## src/rtl/tg_pkg.sv

```systemverilog
package tg_pkg;
   typedef enum logic {
      TG_IDLE = 1'b0,
      TG_RUN  = 1'b1
   } tg_run_e;

   localparam int unsigned TG_NSIG   = 3;
   localparam int unsigned TG_SIG_HS = 0;
   localparam int unsigned TG_SIG_VS = 1;
   localparam int unsigned TG_SIG_DE = 2;
endpackage

```

## src/rtl/tg_axis.sv

```systemverilog
// One timing axis: a wrapping counter plus a window compare and a
// position output that holds outside the window.
module tg_axis #(
   parameter int unsigned CW = 18,
   parameter int unsigned WW = 12
) (
   input  logic          clk,
   input  logic          rst_n,
   input  logic          clr,
   input  logic          step,
   input  logic          act,
   input  logic [CW-1:0] period,
   input  logic [WW-1:0] wait_c,
   input  logic [CW-1:0] span,
   output logic [CW-1:0] cnt,
   output logic          last,
   output logic          in_win,
   output logic [CW-1:0] pos
);
   if (WW > CW) begin : g_bad_wait_width
      $error("tg_axis: wait width exceeds counter width");
   end

   logic [CW-1:0] cnt_q;
   logic [CW-1:0] pos_q;
   logic [CW:0]   lo;
   logic [CW:0]   hi;

   assign lo     = (CW+1)'(wait_c);
   assign hi     = lo + (CW+1)'(span);
   assign cnt    = cnt_q;
   assign last   = (cnt_q == period - 1'b1);
   assign in_win = act && ({1'b0, cnt_q} >= lo) && ({1'b0, cnt_q} < hi);
   assign pos    = in_win ? (cnt_q - lo[CW-1:0]) : pos_q;

   always_ff @(posedge clk or negedge rst_n) begin
      if (!rst_n) begin
         cnt_q <= '0;
         pos_q <= '0;
      end else begin
         if (clr)       cnt_q <= '0;
         else if (step) cnt_q <= last ? '0 : cnt_q + 1'b1;
         pos_q <= pos;
      end
   end

   p_cnt_in_period_r3: assert property (@(posedge clk) disable iff (!rst_n)
      (act && period != '0) |-> (cnt_q < period));
   p_wrap_r3: assert property (@(posedge clk) disable iff (!rst_n)
      (step && last && !clr) |=> (cnt_q == '0));
   p_pos_hold_r6: assert property (@(posedge clk) disable iff (!rst_n)
      !in_win |=> (in_win || $stable(pos)));
endmodule

```

## src/rtl/tg_vwidth.sv

```systemverilog
// Vertical sync width tracker: loaded at frame start, counts down on ticks.
module tg_vwidth #(
   parameter int unsigned W = 18
) (
   input  logic         clk,
   input  logic         rst_n,
   input  logic         load,
   input  logic         tick,
   input  logic [W-1:0] width,
   output logic         on
);
   logic [W-1:0] rem_q;

   assign on = (rem_q != '0);

   always_ff @(posedge clk or negedge rst_n) begin
      if (!rst_n)            rem_q <= '0;
      else if (load)         rem_q <= width;
      else if (on && tick)   rem_q <= rem_q - 1'b1;
   end

   p_vs_load_r4: assert property (@(posedge clk) disable iff (!rst_n)
      load |=> (rem_q == $past(width)));
endmodule

```

## src/rtl/tg_polarity.sv

```systemverilog
// Pin level stage: active level chosen per signal, inactive when not enabled.
module tg_polarity #(
   parameter int unsigned N = 3
) (
   input  logic [N-1:0] act,
   input  logic [N-1:0] en,
   input  logic [N-1:0] pol,
   output logic [N-1:0] pin
);
   for (genvar i = 0; i < N; i++) begin : g_sig
      assign pin[i] = (act[i] && en[i]) ? pol[i] : ~pol[i];
   end
endmodule

```

## src/rtl/dotclk_timing_gen.sv

```systemverilog
module dotclk_timing_gen
   import tg_pkg::*;
#(
   parameter int unsigned HW      = 18,
   parameter int unsigned VW      = 16,
   parameter int unsigned HWAIT_W = 12,
   parameter int unsigned HSW_W   = 14,
   parameter int unsigned VSW_W   = 18,
   parameter int unsigned AW      = 32
) (
   input  logic               clk,
   input  logic               rst_n,
   input  logic               run_req,
   input  logic               sync_en,
   input  logic               vsync_unit_lines,
   input  logic [HW-1:0]      line_period,
   input  logic [HSW_W-1:0]   hsync_width,
   input  logic [HWAIT_W-1:0] h_wait,
   input  logic [HW-1:0]      h_active,
   input  logic [VW-1:0]      frame_lines,
   input  logic [VSW_W-1:0]   vsync_width,
   input  logic [VW-1:0]      v_wait,
   input  logic [VW-1:0]      v_active,
   input  logic               hs_high,
   input  logic               vs_high,
   input  logic               de_high,
   input  logic               fall_edge,
   input  logic [AW-1:0]      next_base,
   output logic               hsync,
   output logic               vsync,
   output logic               de,
   output logic               pix_req,
   output logic [HW-1:0]      xpos,
   output logic [VW-1:0]      ypos,
   output logic [AW-1:0]      cur_base,
   output logic               busy,
   output logic               sample_falling
);
   if (HSW_W > HW) begin : g_bad_hsw
      $error("dotclk_timing_gen: hsync width field wider than line counter");
   end
   if (HWAIT_W > HW) begin : g_bad_hwait
      $error("dotclk_timing_gen: horizontal wait field wider than line counter");
   end

   tg_run_e       run_q;
   logic          running, start, frame_end, frame_start;
   logic [HW-1:0] hcnt;
   logic [VW-1:0] vcnt;
   logic          h_last, v_last, h_in, v_in;
   logic          hs_act, vs_on, vs_tick;
   logic [AW-1:0] base_q;
   logic [TG_NSIG-1:0] sig_act, sig_en, sig_pol, sig_pin;

   assign running     = (run_q == TG_RUN);
   assign start       = !running && run_req;
   assign frame_end   = running && h_last && v_last;
   assign frame_start = start || (frame_end && run_req);

   always_ff @(posedge clk or negedge rst_n) begin
      if (!rst_n)                      run_q <= TG_IDLE;
      else if (start)                  run_q <= TG_RUN;
      else if (frame_end && !run_req)  run_q <= TG_IDLE;
   end

   always_ff @(posedge clk or negedge rst_n) begin
      if (!rst_n)           base_q <= '0;
      else if (frame_start) base_q <= next_base;
   end

   tg_axis #(.CW(HW), .WW(HWAIT_W)) u_hax (
      .clk(clk), .rst_n(rst_n), .clr(start), .step(running), .act(running),
      .period(line_period), .wait_c(h_wait), .span(h_active),
      .cnt(hcnt), .last(h_last), .in_win(h_in), .pos(xpos)
   );

   tg_axis #(.CW(VW), .WW(VW)) u_vax (
      .clk(clk), .rst_n(rst_n), .clr(start), .step(running && h_last), .act(running),
      .period(frame_lines), .wait_c(v_wait), .span(v_active),
      .cnt(vcnt), .last(v_last), .in_win(v_in), .pos(ypos)
   );

   assign vs_tick = vsync_unit_lines ? (running && h_last) : running;

   tg_vwidth #(.W(VSW_W)) u_vw (
      .clk(clk), .rst_n(rst_n), .load(frame_start), .tick(vs_tick),
      .width(vsync_width), .on(vs_on)
   );

   assign hs_act  = running && (hcnt < HW'(hsync_width));
   assign pix_req = h_in && v_in;

   assign sig_act[TG_SIG_HS] = hs_act;
   assign sig_act[TG_SIG_VS] = running && vs_on;
   assign sig_act[TG_SIG_DE] = pix_req;
   assign sig_en[TG_SIG_HS]  = sync_en;
   assign sig_en[TG_SIG_VS]  = sync_en;
   assign sig_en[TG_SIG_DE]  = 1'b1;
   assign sig_pol[TG_SIG_HS] = hs_high;
   assign sig_pol[TG_SIG_VS] = vs_high;
   assign sig_pol[TG_SIG_DE] = de_high;

   tg_polarity #(.N(TG_NSIG)) u_pol (
      .act(sig_act), .en(sig_en), .pol(sig_pol), .pin(sig_pin)
   );

   assign hsync          = sig_pin[TG_SIG_HS];
   assign vsync          = sig_pin[TG_SIG_VS];
   assign de             = sig_pin[TG_SIG_DE];
   assign cur_base       = base_q;
   assign busy           = running;
   assign sample_falling = fall_edge;

   p_start_origin_r2: assert property (@(posedge clk) disable iff (!rst_n)
      start |=> (busy && hcnt == '0 && vcnt == '0));
   p_drain_r10: assert property (@(posedge clk) disable iff (!rst_n)
      (running && !run_req && !frame_end) |=> busy);
   p_base_hold_r9: assert property (@(posedge clk) disable iff (!rst_n)
      !frame_start |=> $stable(cur_base));
   p_sync_gate_r8: assert property (@(posedge clk) disable iff (!rst_n)
      !sync_en |-> (hsync == !hs_high && vsync == !vs_high));
endmodule

```

## config.mk

```make
export PLATFORM = sky130hd
export DESIGN_NAME = dotclk_timing_gen
export DESIGN_NICKNAME = d
export VERILOG_FILES = /design/src/rtl/tg_pkg.sv /design/src/rtl/tg_axis.sv /design/src/rtl/tg_vwidth.sv /design/src/rtl/tg_polarity.sv /design/src/rtl/dotclk_timing_gen.sv
export SDC_FILE = /design/constraint.sdc
export NUM_CORES = 1
export LEC_CHECK = 0
export BUFFER_PORTS_ARGS = -buffer_cell sky130_fd_sc_hd__buf_2
export CORE_AREA = 2 2 145 147
export CTS_CLUSTER_DIAMETER = 30
export DETAILED_ROUTE_END_ITERATION = 12
export DIE_AREA = 0 0 147 149
export PLACE_DENSITY = 0.89
export SYNTH_ARGS = -nofsm -noshare
export SYNTH_HDL_FRONTEND = slang
export SYNTH_HIERARCHICAL = 1
export SYNTH_SLANG_ARGS = --single-unit
export TNS_END_PERCENT = 20
```

## constraint.sdc

```tcl
create_clock -name clk -period 5.3 [get_ports clk]
set_input_delay 0.265 -clock clk [delete_from_list [all_inputs] [get_ports clk]]
set_output_delay 0.265 -clock clk [all_outputs]
set_load 0.05 [all_outputs]
```

### Word-level counts from Yosys, hierarchy flattened

Index checks and enable logic that the tools add are counted.

| storage, ports and cells | value |
|---|---|
| register bits after elaboration | 119 |
| memories | 0 |
| bits in read-only memories | 0 |
| bits in writable memories | 0 |
| output and inout bits | 72 |
| input port bits | 169 |
| bits in latches | 0 |

| operators by class | value |
|---|---|
| add/sub/neg operators | 9 |
| multipliers | 0 |
| reductions and logical operators | 23 |
| $lt $le $gt $ge | 5 |
| shifts and indexed selects | 0 |
| multiplexer cells | 16 |
| eq/ne operators | 2 |
| divide/modulo/power cells | 0 |
| bitwise logic cells | 3 |

Operator list:

| operator | number |
|---|---|
| $mux 18 | 6 |
| $mux 16 | 4 |
| $sub 18x1->18 const B | 2 |
| $add 12x18->19 | 1 |
| $lt 18x19->1 | 1 |
| $add 18x1->18 const B | 1 |
| $eq 18x18->1 | 1 |
| $ge 18x12->1 | 1 |
| $lt 18x14->1 | 1 |
| $reduce_bool 18->1 | 1 |
| $sub 18x12->18 | 1 |
| $add 16x16->17 | 1 |
| $lt 16x17->1 | 1 |
| $add 16x1->16 const B | 1 |
| $eq 16x16->1 | 1 |
| $ge 16x16->1 | 1 |
| $sub 16x1->16 const B | 1 |
| $sub 16x16->16 | 1 |
| $logic_and 1x1->1 | 15 |
| $reduce_bool 2->1 | 4 |
| $mux 1 | 6 |
| $not 1->1 | 3 |
| $logic_not 1->1 | 2 |
| $logic_or 1x1->1 | 1 |

### Longest topological paths before layout

Gate-level depths: netlist of run 1.

| logic depth | value |
|---|---|
| depth after elaboration | 7 |
| depth in mapped cells | 21 |
| mapped depth without buffers | 20 |

### By module

Netlist of run 1, hierarchy kept.

Modules (own cells, without submodules):

| module | instances | area each (sq um) | cells an instance | seq. area each (sq um) |
|---|---|---|---|---|
| tg_axis at u_hax | 1 | 4071.4 | 481 | 900.9 |
| tg_axis at u_vax | 1 | 3877.5 | 450 | 800.8 |
| dotclk_timing_gen | 1 | 1781.7 | 129 | 825.8 |
| tg_vwidth | 1 | 1290.0 | 148 | 450.4 |
| tg_polarity | 1 | 37.5 | 6 | 0.0 |

### Worst setup path before layout of run 1

OpenSTA, ideal clock, no wires.

| path | value |
|---|---|
| path kind | input -> output |
| start | input h_wait[0] |
| end | output de |
| path slack | -70 ps |
| buffers on the path | 1 |
| arrival time | 5105 ps |
| stages | 20 |
| required time | 5035 ps |
| cell sequence | ha_1 > fa_1 > a211o_1 > o211ai_1 > o211ai_1 > o41a_1 > nand4_1 > xor2_1 > ha_1 > a2111o_1 > a211o_1 > a41oi_1 > o31ai_1 > o211ai_1 > o311ai_4 > inv_4 > buf_6 > and2_1 > nand2_1 > xor2_1 |

| between the ends | value |
|---|---|
| longest elaborated chain between the ends | 5 |

RTL lines:

| element | RTL line | text |
|---|---|---|
| from (decl) | dotclk_timing_gen.sv:18 | `input logic [HWAIT_W-1:0] h_wait,` |
| $add 12x18->19 / $ge 18x12->1 (equally long branches) | tg_axis.sv:30, tg_axis.sv:33 |  |
| $lt 18x19->1 / $logic_and 1x1->1 (equally long branches) | tg_axis.sv:33 | `assign in_win = act && ({1'b0, cnt_q} >= lo) && ({1'b0, cnt_q} < hi);` |
| $logic_and 1x1->1 (*) | tg_axis.sv:33 |  |
| named net h_in | dotclk_timing_gen.sv:50 | `logic h_last, v_last, h_in, v_in;` |
| $logic_and 1x1->1 (*) | dotclk_timing_gen.sv:91 | `assign pix_req = h_in && v_in;` |
| named net pix_req | dotclk_timing_gen.sv:32 | `output logic pix_req,` |
| $mux 1 (*) | tg_polarity.sv:11 | `assign pin[i] = (act[i] && en[i]) ? pol[i] : ~pol[i];` |
| to (decl) | dotclk_timing_gen.sv:31 | `output logic de,` |

The timed path passes the listed nets; every way through them passes the cells marked *.

### Worst setup path after layout of run 1

| path | value |
|---|---|
| start | input h_wait[0] |
| end | output de |

| between the ends | value |
|---|---|
| longest elaborated chain between the ends | 5 |

RTL lines:

| element | RTL line |
|---|---|
| $add 12x18->19 / $ge 18x12->1 (equally long branches) | tg_axis.sv:30, tg_axis.sv:33 |
| $lt 18x19->1 / $logic_and 1x1->1 (equally long branches) | tg_axis.sv:33 |
| $logic_and 1x1->1 (*) | tg_axis.sv:33 |
| named net h_in | dotclk_timing_gen.sv:50 |
| $logic_and 1x1->1 (*) | dotclk_timing_gen.sv:91 |
| $mux 1 (*) | tg_polarity.sv:11 |

Marked as above.

==> summary.txt, run 1 <==
Run status
  • Result of the run: finished, final reports clean

Routing
  • Routed vias: 10.4k
  • 1st-pass router iterations: 5
  • Post-detailed-routing wire length: 30.2 mm
  • DRC: 0
  • Antenna Violating Nets Remaining: 0
  • Iter 0 DRT Violations: 748
  • Routed wire per std cell: roughly 17 microns
  • Per-cell via count in the routed design: around 6.0

Critical path
  • Worst stage delay on the critical path: approximately 440 ps
  • Critical path buffer and inverter count: 3
  • Peak fanout along the critical path: 9
  • Family with the most delay on the worst path: compound AO/OA/AOI/OAI gates
  • Type of the worst setup path: input pin to output pin
  • Critical Path RT: 5040 ps
  • CP Cell Sequence: buf_2, ha_1, fa_1, a211o_1, o211ai_1, o211ai_1, o41a_1, nand4_1, xor2_1, ha_1, a2111o_1, a211o_1, a41oi_1, o31ai_1, o211ai_1, o311ai_4, clkinv_4, and2_1, nand2_1, xor2_2, clkbuf_4
  • Category of the worst setup path capture point: output pin
  • Category of the worst setup path launch point: input pin
  • Arrival @ worst endpoint: 4880 ps
  • Most repeated library cell on the critical path: sky130_fd_sc_hd__o211ai_1
  • Cell with the largest stage delay on the worst path: sky130_fd_sc_hd__fa_1

Synth
  • Number of storage elements in the synthesis netlist: between 100 and 150
  • Async SR Flop Fraction: 1.00
  • Avg Synthesized Cell Area: 9.11 sq um
  • Count of different cell masters after synthesis: between 90 and 100
  • Syn Inst Count: 1214
  • Cell taking the most area after synthesis: sky130_fd_sc_hd__dfrtp_1
  • Synthesis Warnings: 6
  • Fraction of post-synthesis cell area in the top cell type by area: 0.269
  • Primary FF master, synth: sky130_fd_sc_hd__dfrtp_1
  • Post-synthesis net count: 1493
  • Cell area after technology mapping: 0.0111 sq mm
  • Leading post-synthesis cells by cell area: sky130_fd_sc_hd__dfrtp_1 27%, sky130_fd_sc_hd__ha_1 12%, sky130_fd_sc_hd__xnor2_1 4.8%
  • Sequential share of the synthesized area: 0.269
  • Count of flip-flops with a built-in enable after synthesis: 0

STA
  • Transition time at the pin with the least slew margin: 954 ps
  • Final critical delay including setup and external delays: about 5100 ps
  • Unrepaired setup endpoints after global routing: false
  • Final period util: 0.970
  • Sum Neg Setup Slack: 0 ps
  • Smallest hold slack: approximately 66 ps
  • Final setup violation count: 0
  • Final max-slew violation count: 0
  • Clock tree skew after final layout: 11.1 ps
  • Rel. slew slack: 0.359
  • FMAX: just under 200 MHz
  • Setup ws final: 156 ps
  • Fin. Hold Viols: 0

Clocking
  • Cell at the root of the clock tree: sky130_fd_sc_hd__clkbuf_16
  • Number of clock sinks seen by CTS: 119
  • Post-CTS setup repair buffer count: 0
  • H-tree lvl count: 4
  • Num CTS Buffers: 17
  • TritonCTS clock tree: done
  • Clock-pin transition on the worst setup and hold timing paths: 60 ps
  • Clock insertion delay at the later pin of the skew report: 410 ps
  • Number of buffers on the longest clock path: 2

GRT
  • Maximum number of pins on one net before global-route repair: 64
  • Total Routing Usage GR: 0.267
  • Total congestion overflow: 0
  • Number of antenna violations at the first check in global routing: 0
  • First-pass GRT wire length: approximately 48 mm
  • Vias in the first global route: slightly above 10k

Power
  • Peak supply drop: ~0.77 mV
  • Pwr per Cell Area: 354 mW/mm^2
  • LEAKAGE: about 0.0065 uW

Placement
  • Post-placement worst setup slack: roughly 230 ps
  • RePlAce Congestion: between 0.9 and 1
  • Detailed Place HPWL: 22.8 mm
  • Port Buffers: between 200 and 250

Floorplan
  • Number of primary I/O pins: around 240
  • Die area: roughly 0.022 sq mm
  • Horiz. Die Dim: 147 microns
  • Floorplan die height: 149 microns
  • Initial standard-cell utilization of the core: 0.538
  • Placement Rows: 53
  • Floorplan core area: 0.0206 sq mm

Finish
  • Syn-to-layout area delta: 18.2%
  • Layout Utilization: 0.636
  • NumNets Final: about 1.7k
  • Share of layout cells above drive strength 1: 0.261

Run
  • Max Cap Viol: 0

Min path
  • Hold/Removal Path Class: input pin to flop
==> what timing repair did <==
| action | 4_1_cts | 5_1_grt |
|---|---|---|
| gates resized for setup | 0 | 2 |
| endpoints found under the setup margin | 0 | 8 |
| hold endpoints to repair | 62 | 0 |
| hold buffers | 1 | 0 |
==> registers in the layout, summed over array words and instances, names as in the netlist <==
signal,cells
cur_base,32
u_hax/cnt,18
u_hax/pos_q,18
u_vw/rem_q,18
u_vax/cnt,16
u_vax/pos_q,16
busy,1
==> cells in the final DEF (no fill, tap or decap), drive strengths merged, types with 9 or more instances in the layout <==
cell type and count:
clkbuf 23, xor2 46, nor2 71, xnor2 60, nor4 20, nand2 80, dfrtp 119, a211o 15
ha 106, o21ai 42, or3 12, o211ai 14, mux2 60, or4 16, inv 90, nor3 53
nor3b 10, mux2i 12, nand2b 18, buf 244, o31a 9, a21oi 65, nand4 22, a31oi 16
nor2b 15, o31ai 9, and3 15, a21o 26, a211oi 11, nand3 32
==> worst reg2reg max path, stage by stage, from the launching register on <==
cell	delay [ps]
sky130_fd_sc_hd__dfrtp_1	510
sky130_fd_sc_hd__xnor2_1	270
sky130_fd_sc_hd__xnor2_1	100
sky130_fd_sc_hd__or4_1	500
sky130_fd_sc_hd__a2111oi_0	390
sky130_fd_sc_hd__nand4_1	170
sky130_fd_sc_hd__nor4_1	330
sky130_fd_sc_hd__buf_4	210
sky130_fd_sc_hd__inv_1	40
sky130_fd_sc_hd__a21boi_0	180
sky130_fd_sc_hd__buf_4	210
sky130_fd_sc_hd__nor4b_4	430
sky130_fd_sc_hd__nand4_2	240
sky130_fd_sc_hd__or4_1	450
sky130_fd_sc_hd__a31oi_1	160
==> metal layers <==
layer  part of all wire  GRT usage
met5                  0          0
met1               0.41      0.329
met2               0.50      0.465
met3              0.058     0.0431
met4              0.033      0.119
==> per-stage QoR <==
stage	cell area (sq um)	total power, uW	std cells
final	13100	4620	1736
after global routing	13100	4900	1734
after CTS	13100	4620	1733
after detailed placement	12400	3340	1700
after global placement	12400	3260	1700
after floorplan	11100	2850	1214
==> Yosys cell counts, drive strengths merged, types with 6 or more instances <==
| cell type | number |
|---|---|
| inv | 89 |
| nor4b | 6 |
| buf | 18 |
| a21o | 26 |
| nand2b | 18 |
| a21oi | 65 |
| o31a | 9 |
| nor2b | 15 |
| nand3 | 32 |
| mux2i | 12 |
| nand4 | 22 |
| nor2 | 71 |
| nor4 | 20 |
| and3 | 15 |
| o21ai | 42 |
| xnor2 | 60 |
| dfrtp | 119 |
| nor3 | 53 |
| mux2 | 60 |
| o31ai | 9 |
| clkbuf | 15 |
| a211o | 15 |
| nand2 | 80 |
| a31oi | 16 |
| xor2 | 46 |
| or3 | 12 |
| ha | 106 |
| or4 | 16 |
| and2 | 7 |
| o41ai | 6 |
| o21a | 6 |
| or2 | 8 |
| a211oi | 11 |
| o211ai | 14 |
| o22ai | 8 |
| nor3b | 10 |
==> layout make-up <==
type	count	area, sq um
antenna	2	5.00
clock buffer	22	464
clock inverter	10	168
fill	1691	7480
inverter	90	343
multi-input combinational	971	7510
sequential	119	2980
tap	275	344
timing repair buffer	246	1260
timing repair inverter	1	5.00
==> final timing paths <==
kind / from / slack (ps) / depth (start not counted) / to
worst max-delay path: h_wait[0] / 160 / 21 / de
worst min-delay path: vsync_width[8] / 70 / 3 / u_vw/rem_q[8]$_DFFE_PN0P_
worst max register to register: u_hax/cnt[3]$_DFFE_PN0P_ / 1030 / 14 / u_vw/rem_q[17]$_DFFE_PN0P_
worst min register to register: u_vax/pos_q[14]$_DFF_PN0_ / 490 / 1 / u_vax/pos_q[14]$_DFF_PN0_
max in group asynchronous: rst_n / 3520 / 3 / u_hax/cnt[7]$_DFFE_PN0P_
min in group asynchronous: rst_n / 500 / 2 / u_vax/pos_q[2]$_DFF_PN0_
==> cell families (layout without fill, tap and decap cells) <==
logic type                 Yosys count  after routing  synth area share
xor gates and xnor gates           106            106            0.0840
AOI/OAI and AO/OA                  279            279             0.177
adders and majority gates          110            110             0.127
other                                1              3          0.000339
muxes                               72             72            0.0818
buffers and inverters              124            369            0.0527
and+or+nand+nor                    403            403             0.208
DFF                                119            119             0.269
==> report_power, final <==
part / total, uW / internal [uW] / leakage, uW / switching (uW)
sequential: 1320 / 1080 / 0.00147 / 236
combinational: 2050 / 771 / 0.00469 / 1280
clock: 1250 / 817 / 0.000305 / 435
total: 4620 / 2670 / 0.00647 / 1950
(Power assumes the default switching activity.)
==> inputs of run 2 (changes only) <==
--- a/config.mk
+++ b/config.mk
@@ -6,13 +6,14 @@
 export NUM_CORES = 1
 export LEC_CHECK = 0
 export BUFFER_PORTS_ARGS = -buffer_cell sky130_fd_sc_hd__buf_2
-export CORE_AREA = 2 2 145 147
+export CELL_PAD_IN_SITES_DETAIL_PLACEMENT = 1
+export CELL_PAD_IN_SITES_GLOBAL_PLACEMENT = 2
+export CORE_AREA = 2 2 182 184
 export CTS_CLUSTER_DIAMETER = 30
 export DETAILED_ROUTE_END_ITERATION = 12
-export DIE_AREA = 0 0 147 149
-export PLACE_DENSITY = 0.89
+export DIE_AREA = 0 0 184 186
+export PLACE_DENSITY = 0.9
 export SYNTH_ARGS = -nofsm -noshare
 export SYNTH_HDL_FRONTEND = slang
-export SYNTH_HIERARCHICAL = 1
 export SYNTH_SLANG_ARGS = --single-unit
 export TNS_END_PERCENT = 20
==> run 2 against run 1 <==
  * The run now ends with negative hold slack left
  * Design area is 3.1% lower
  * Critical endpoint unchanged
  * Critical path depth is 1 higher
  * Synthesized cell count is 1.9% lower
  * Setup slack better by 200 ps
==> summary.txt, run 2 <==
Run status
  • Result of the run: complete, but fails checks
  • Violated checks: negative hold slack

STA
  • Rel. slew slack: 0.248
  • Final critical delay including setup and external delays: 4940 ps
  • Setup ws final: between 300 and 400 ps
  • Fin. Hold Viols: 34
  • Clock tree skew after final layout: approximately 12 ps
  • Sum Neg Setup Slack: 0 ps
  • Transition time at the pin with the least slew margin: roughly 1100 ps
  • Smallest hold slack: -20.4 ps
  • Unrepaired setup endpoints after global routing: false
  • Final setup violation count: 0
  • Final period util: 0.932
  • Final max-slew violation count: 0
  • FMAX: approximately 200 MHz

Critical path
  • Critical Path RT: between 5000 and 6000 ps
  • Type of the worst setup path: input pin to output pin
  • Worst stage delay on the critical path: between 300 and 400 ps
  • Arrival @ worst endpoint: around 4700 ps
  • Peak fanout along the critical path: 27
  • Category of the worst setup path launch point: input pin
  • CP Cell Sequence: buf_2, ha_1, a21o_1, a21oi_1, nor2_1, o21a_1, o41ai_1, o21ai_0, o41a_1, a21oi_1, xor2_1, ha_1, nor4_1, nor3_1, nand2_1, a21oi_1, o21ai_0, o211ai_1, buf_12, nor2b_1, xnor2_1, buf_2
  • Cell with the largest stage delay on the worst path: sky130_fd_sc_hd__o41ai_1
  • Most repeated library cell on the critical path: sky130_fd_sc_hd__a21oi_1
  • Category of the worst setup path capture point: output pin

GRT
  • Total Routing Usage GR: 0.194
  • Vias in the first global route: just over 10k
  • Total congestion overflow: 0
  • Number of antenna violations at the first check in global routing: 5
  • First-pass GRT wire length: approximately 53 mm
  • Maximum number of pins on one net before global-route repair: 72

Synth
  • Adder-cell share of the synthesized area: 0.134
  • Leading post-synthesis cells by cell area: sky130_fd_sc_hd__dfrtp_1 28%, sky130_fd_sc_hd__ha_1 13%, sky130_fd_sc_hd__xnor2_1 5.4%
  • Number of storage elements in the synthesis netlist: 119
  • Count of flip-flops with a built-in enable after synthesis: 0
  • Post-synthesis net count: approximately 1.5k
  • Count of different cell masters after synthesis: 69
  • Cell area after technology mapping: ~0.010 sq mm
  • Post-synthesis compound-gate area fraction: 0.172
  • Primary FF master, synth: sky130_fd_sc_hd__dfrtp_1
  • Post-synthesis share of cell area spent on xor and xnor gates: 0.102
  • Most common cell in the netlist: sky130_fd_sc_hd__dfrtp_1
  • Multiplexer fraction of the synthesized cell area: 0.0609
  • Fraction of post-synthesis cell area in the top cell type by area: 0.284
  • Async SR Flop Fraction: 1.00
  • Sequential share of the synthesized area: 0.284
  • Syn Inst Count: 1191
  • Most instantiated cells after synthesis: 119 x sky130_fd_sc_hd__dfrtp_1, 106 x sky130_fd_sc_hd__ha_1, 106 x sky130_fd_sc_hd__nor2_1
  • Avg Synthesized Cell Area: approximately 9 sq um
  • Cell taking the most area after synthesis: sky130_fd_sc_hd__dfrtp_1
  • Synthesis Warnings: 0
  • Simple-gate portion of the synthesized area: 0.200
  • Main combinational cell family by area after synthesis: simple AND/OR/NAND/NOR gates

Finish
  • Flip-flop count of the largest register, all copies and words added: 32
  • NumNets Final: ~1.7k
  • Multi-input combinational cell area: ~0.0070 sq mm
  • Top library cells by usage in the layout, fill and taps aside: 237 x sky130_fd_sc_hd__buf_2, 119 x sky130_fd_sc_hd__dfrtp_1, 106 x sky130_fd_sc_hd__nor2_1, 106 x sky130_fd_sc_hd__ha_1, 92 x sky130_fd_sc_hd__o21ai_0
  • Share of layout cells above drive strength 1: 0.238
  • Syn-to-layout area delta: 20.9%
  • Layout Utilization: 0.393
  • Most common cell after layout, fill and taps aside: sky130_fd_sc_hd__buf_2
  • Fill cell count: between 3k and 4k
  • Register area: about 0.0030 sq mm

Placement
  • RePlAce Congestion: ~0.85
  • Detailed Place HPWL: approximately 26 mm
  • Port Buffers: roughly 240
  • Post-placement worst setup slack: 324 ps

Min path
  • Hold/Removal Path Class: input pin to async pin

Clocking
  • Clock-pin transition on the worst setup and hold timing paths: approximately 60 ps
  • Clock insertion delay at the later pin of the skew report: approximately 440 ps
  • Post-CTS setup repair buffer count: 0
  • Cell at the root of the clock tree: sky130_fd_sc_hd__clkbuf_16
  • Number of clock sinks seen by CTS: 119
  • Number of buffers on the longest clock path: 2
  • TritonCTS clock tree: done
  • Num CTS Buffers: 17
  • H-tree lvl count: 4

Floorplan
  • Placement Rows: 66
  • Die area: around 0.034 sq mm
  • Initial standard-cell utilization of the core: 0.325
  • Number of primary I/O pins: 241
  • Floorplan die height: between 150 and 200 microns
  • Floorplan core area: roughly 0.032 sq mm
  • Horiz. Die Dim: ~180 microns

Power
  • Power dissipated by switching net loads: 1220 uW
  • Net Sw Frac: 0.375
  • Pwr per Cell Area: between 200 and 300 mW/mm^2
  • Overall power: about 3300 uW
  • Total internal power: a little over 2000 uW
  • LEAKAGE: between 0.006 and 0.007 uW
  • Power share of the sequential group: 0.333
  • Logic pwr share: 0.311
  • Clock share of power: 0.356
  • Peak supply drop: 0.189 mV

Routing
  • Post-detailed-routing wire length: 33.0 mm
  • Routed vias: a little under 10k
  • Per-cell via count in the routed design: approximately 5.3
  • 1st-pass router iterations: 4
  • DRC: 0
  • Routed wire per std cell: about 18 microns
  • Iter 0 DRT Violations: ~440
  • Antenna Violating Nets Remaining: 0

Run
  • Max Cap Viol: 0
==> run 2: cell types whose count changed after synthesis, moves of 9 or more <==
| cell | delta |
|---|---|
| sky130_fd_sc_hd__o21ai_0 | +50 |
| sky130_fd_sc_hd__nor2_1 | +35 |
| sky130_fd_sc_hd__nor3_1 | -22 |
| sky130_fd_sc_hd__mux2_2 | -21 |
| sky130_fd_sc_hd__nand2b_1 | +17 |
| sky130_fd_sc_hd__a211o_1 | -13 |
| sky130_fd_sc_hd__nand2_1 | -13 |
| sky130_fd_sc_hd__and3_1 | +11 |
| sky130_fd_sc_hd__inv_1 | -11 |
| sky130_fd_sc_hd__xor2_1 | +11 |
| sky130_fd_sc_hd__mux2i_1 | -9 |
| sky130_fd_sc_hd__o31ai_1 | +9 |
==> run 2: final cells by class <==
class                   count  share of cell area
repair buffers            248               0.101
clock inverters            15              0.0118
diodes                      5            0.000988
inverters                  77              0.0228
well taps                 408              0.0403
multi-input cells         963               0.554
flip-flops and latches    119               0.235
clock buffers              17              0.0336
==> run 2: final timing paths <==
| path | start | end | slack [ps] | depth (start not counted) |
|---|---|---|---|---|
| min | rst_n | cur_base[12]$_DFFE_PN0P_ | -20 | 1 |
| max reg2reg | u_vax.cnt[9]$_DFFE_PN0P_ | u_vw.rem_q[1]$_DFFE_PN0P_ | 1460 | 10 |
| max | v_wait[1] | de | 360 | 22 |
| min reg2reg | u_vax.pos_q[10]$_DFF_PN0_ | u_vax.pos_q[10]$_DFF_PN0_ | 480 | 1 |
| min in group clk | next_base[1] | cur_base[1]$_DFFE_PN0P_ | 50 | 2 |
| max in group asynchronous | rst_n | u_hax.pos_q[15]$_DFF_PN0_ | 4070 | 2 |
==> run 2: per-layer routing <==
layer | global-route usage | routed length (microns) | vias up
met4 | 0.0714 | 780 | 0
met1 | 0.234 | 14300 | 4757
met3 | 0.0288 | 1160 | 45
met2 | 0.350 | 16700 | 186
li1 | - | - | 4762
met5 | 0 | 0 | -
==> run 2: critical path: cells and delay by family <==
kind	cells	cell delay, ps
XOR/XNOR	2	350
adder cells (fa/ha/maj)	2	550
buffers and inverters	3	680
AND/OR/NAND/NOR	5	650
AO/OA/AOI/OAI	10	2150
==> run 2: stage by stage <==
step	instances	hold WS, ps	area (sq um)
2_1_floorplan	1191	-30.6	10500
3_3_place_gp	1815	457	12100
3_5_place_dp	1815	462	12100
4_1_cts	1847	10.1	12600
5_1_grt	1849	37.0	12700
6_report	1852	-20.4	12700
==> run 2: logic make-up (layout without fill, tap and decap cells) <==
family / Yosys count / after routing
flops: 119 / 119
xor+xnor: 122 / 122
buf+inv: 109 / 357
mux: 46 / 46
other cells: 0 / 5
simple gates: 398 / 398
fa+ha+maj: 110 / 110
compound gates: 287 / 287
==> run 2: power by group through the flow <==
stage          Sequential, uW  Combinational (uW)  Clock [uW]
4_1_cts                  1080                1020        1190
6_report                 1080                1010        1160
2_1_floorplan            1080                 720           0
5_1_grt                  1100                1130        1220
3_5_place_dp             1100                1010           0
3_3_place_gp             1100                 983           0
==> run 2: timing repair <==
| action | 4_1_cts | 5_1_grt |
|---|---|---|
| hold buffers | 0 | 0 |
| resized for setup | 0 | 1 |
| endpoints found under the hold margin | 0 | 0 |
| setup endpoints to repair | 0 | 17 |
==> inputs of run 3 (changes only) <==
--- a/config.mk
+++ b/config.mk
@@ -8,11 +8,11 @@
 export BUFFER_PORTS_ARGS = -buffer_cell sky130_fd_sc_hd__buf_2
 export CELL_PAD_IN_SITES_DETAIL_PLACEMENT = 1
 export CELL_PAD_IN_SITES_GLOBAL_PLACEMENT = 2
-export CORE_AREA = 2 2 182 184
+export CORE_AREA = 2 2 174 176
 export CTS_CLUSTER_DIAMETER = 30
 export DETAILED_ROUTE_END_ITERATION = 12
-export DIE_AREA = 0 0 184 186
-export PLACE_DENSITY = 0.9
+export DIE_AREA = 0 0 176 178
+export PLACE_DENSITY = 0.95
 export SYNTH_ARGS = -nofsm -noshare
 export SYNTH_HDL_FRONTEND = slang
 export SYNTH_SLANG_ARGS = --single-unit
==> constraint.sdc (replaced) <==
create_clock -name clk -period 6.05 [get_ports clk]
set_input_delay 0.3025 -clock clk [delete_from_list [all_inputs] [get_ports clk]]
set_output_delay 0.3025 -clock clk [all_outputs]
set_load 0.05 [all_outputs]
==> run 3 against run 2 <==
  * The flow now finishes without violations
  * Clock power down 11%
  * Global-route usage up 1.5 points
  * Setup slack better by 540 ps
  * Flip-flop and latch count unchanged
  * Design area down 0.33%
  * Count of clock-buffer cells in the layout unchanged
  * Clock skew about the same
  * Via count up 0.18%
  * Sequential share of layout area up 0.077 points
  * First-iteration DRC count down 21%
  * Register-to-register slack better by 640 ps
  * Power down 12%
  * Largest cell class unchanged
  * Largest power group unchanged
==> summary.txt, run 3 (synthesized netlist as in run 2, its figures left out) <==
Critical path
  • Category of the worst setup path launch point: input pin
  • Category of the worst setup path capture point: output pin
  • Critical Path RT: between 5000 and 6000 ps
  • Beginning of the worst register-to-register path: u_vax.cnt[9]$_DFFE_PN0P_
  • Peak fanout along the critical path: 24
  • Reg-to-reg slack, setup: between 2000 and 2500 ps
  • Type of the worst setup path: input pin to output pin
  • Arrival @ worst endpoint: ~4900 ps
  • Startpoint of the worst setup timing path: h_wait[0]

Clocking
  • Clock-pin transition on the worst setup and hold timing paths: about 70 ps
  • Cell at the root of the clock tree: sky130_fd_sc_hd__clkbuf_16
  • Number of buffers on the longest clock path: 2
  • Number of clock sinks seen by CTS: 119
  • Num CTS Buffers: 17
  • TritonCTS clock tree: done
  • Post-CTS setup repair buffer count: 0
  • Clock insertion delay at the later pin of the skew report: ~440 ps
  • H-tree lvl count: 4

Routing
  • Iter 0 DRT Violations: between 300 and 400
  • Per-cell via count in the routed design: approximately 5.3
  • Antenna Violating Nets Remaining: 0
  • Routed vias: between 9k and 10k
  • 1st-pass router iterations: 4
  • Post-detailed-routing wire length: 33.1 mm
  • Routed wire per std cell: about 18 microns
  • DRC: 0

Floorplan
  • Horiz. Die Dim: approximately 180 microns
  • Floorplan core area: 0.0294 sq mm
  • Initial standard-cell utilization of the core: 0.356
  • Placement Rows: 63
  • Floorplan die height: between 150 and 200 microns
  • Die area: roughly 0.031 sq mm
  • Number of primary I/O pins: 241

STA
  • Final max-slew violation count: 0
  • Final critical delay including setup and external delays: slightly above 5000 ps
  • Fin. Hold Viols: 0
  • FMAX: 194 MHz
  • Rel. slew slack: 0.232
  • Unrepaired setup endpoints after global routing: false
  • Transition time at the pin with the least slew margin: about 1100 ps
  • Final period util: 0.851
  • Sum Neg Setup Slack: 0 ps
  • Final setup violation count: 0
  • Smallest hold slack: between 90 and 100 ps
  • Clock tree skew after final layout: between 10 and 15 ps

Power
  • Net Sw Frac: 0.368
  • Power share of the sequential group: 0.333
  • LEAKAGE: just over 0.006 uW
  • Total internal power: about 1800 uW
  • Logic pwr share: 0.306
  • Power dissipated by switching net loads: ~1100 uW
  • Clock share of power: 0.361
  • Pwr per Cell Area: approximately 230 mW/mm^2
  • Peak supply drop: between 0.15 and 0.2 mV

GRT
  • Total Routing Usage GR: 0.209
  • Number of antenna violations at the first check in global routing: 9
  • Maximum number of pins on one net before global-route repair: 68
  • Vias in the first global route: slightly above 10k
  • First-pass GRT wire length: 52.2 mm
  • Total congestion overflow: 0

Min path
  • Worst Min Path Start: next_base[31]
  • Hold/Removal Path Class: input pin to flop

Placement
  • Port Buffers: roughly 240
  • Detailed Place HPWL: about 26 mm
  • RePlAce Congestion: approximately 0.86

Finish
  • Share of layout cells above drive strength 1: 0.235
  • Syn-to-layout area delta: 20.5%
  • Flip-flop count of the largest register, all copies and words added: 32
  • Top library cells by usage in the layout, fill and taps aside: 237 x sky130_fd_sc_hd__buf_2, 119 x sky130_fd_sc_hd__dfrtp_1, 106 x sky130_fd_sc_hd__nor2_1, 106 x sky130_fd_sc_hd__ha_1, 92 x sky130_fd_sc_hd__o21ai_0
  • Most common cell after layout, fill and taps aside: sky130_fd_sc_hd__buf_2
  • NumNets Final: 1702
  • Fill cell count: ~3.6k

Run
  • Max Cap Viol: 0

Run status
  • Result of the run: finished, final reports clean
[run 3: cell types whose count changed in the layout (fill, tap and decap cells not counted), sizes merged]
cell,delta
bufinv,+1
diode,+3
buf,-4
inv,-5
dlygate4sd3,+1
clkinvlp,+1
clkinv,+3
[run 3: what timing repair did]
| action | in CTS | in global routing |
|---|---|---|
| hold buffers | 1 | 0 |
| endpoints found under the hold margin | 52 | 0 |
| resized for setup | 0 | 0 |
[run 3: through the flow]
stage          cells  total power, uW  setup WS, ps  utilization  cell area, sq um
2_1_floorplan   1191             1570           812            -             10500
3_5_place_dp    1793             1840           883        0.408             12000
5_1_grt         1831             3040           504        0.429             12600
6_report        1834             2870           902        0.429             12600
4_1_cts         1826             2900           885        0.429             12600
3_3_place_gp    1793             1810          1020        0.408             12000
[run 3: layer usage]
metal  wire (microns)  vias to the layer above  GRT usage
li1                 -                     4772          -
met1            14300                     4767      0.248
met2            16900                      186      0.385
met3             1200                       39     0.0358
met4              662                        4     0.0675
met5               28                        -          0
[run 3: path summary, 6_finish.rpt]
path                                             end  cells after the start
hold / removal              cur_base[31]$_DFFE_PN0P_                      2
max in group asynchronous  u_vw.rem_q[0]$_DFFE_PN0P_                      3
setup reg to reg             cur_base[3]$_DFFE_PN0P_                      8
setup / recovery                                  de                     23
hold reg to reg            u_vax.pos_q[10]$_DFF_PN0_                      1
min in group asynchronous  u_hax.pos_q[14]$_DFF_PN0_                      2
[run 3: area by class of cell]
class,instances,area (sq um),area share
multi-input combinational,963,7010,0.556
sequential,119,2980,0.236
timing repair buffer,245,1250,0.0989
tap,390,488,0.0387
clock buffer,17,425,0.0337
inverter,77,289,0.0229
clock inverter,15,161,0.0128
antenna,8,20.0,0.00159
[run 3: power by group through the flow]
stage	registers [uW]	clock network (uW)	logic [uW]
5_1_grt	966	1090	981
3_5_place_dp	966	0	877
2_1_floorplan	942	0	631
4_1_cts	954	1060	887
3_3_place_gp	961	0	848
6_report	955	1030	879
[run 3: critical path, cell delays in order]
cell                       delay (ps)
sky130_fd_sc_hd__buf_2            110
sky130_fd_sc_hd__ha_1             220
sky130_fd_sc_hd__fa_1             420
sky130_fd_sc_hd__a21o_1           180
sky130_fd_sc_hd__a21oi_1          270
sky130_fd_sc_hd__o21a_1           160
sky130_fd_sc_hd__nor3_1            80
sky130_fd_sc_hd__a221oi_1         450
sky130_fd_sc_hd__nand2b_1         110
sky130_fd_sc_hd__a21oi_1          190
sky130_fd_sc_hd__xor2_1            90
sky130_fd_sc_hd__ha_1             190
sky130_fd_sc_hd__a21o_1           160
sky130_fd_sc_hd__a21oi_1          150
sky130_fd_sc_hd__nor2b_1           60
sky130_fd_sc_hd__o21ai_0          140
sky130_fd_sc_hd__nand2b_1          70
sky130_fd_sc_hd__a221oi_1         290
sky130_fd_sc_hd__o21a_1           210
sky130_fd_sc_hd__buf_4            320
sky130_fd_sc_hd__nor2b_1          240
sky130_fd_sc_hd__xnor2_1          140
sky130_fd_sc_hd__buf_2            280
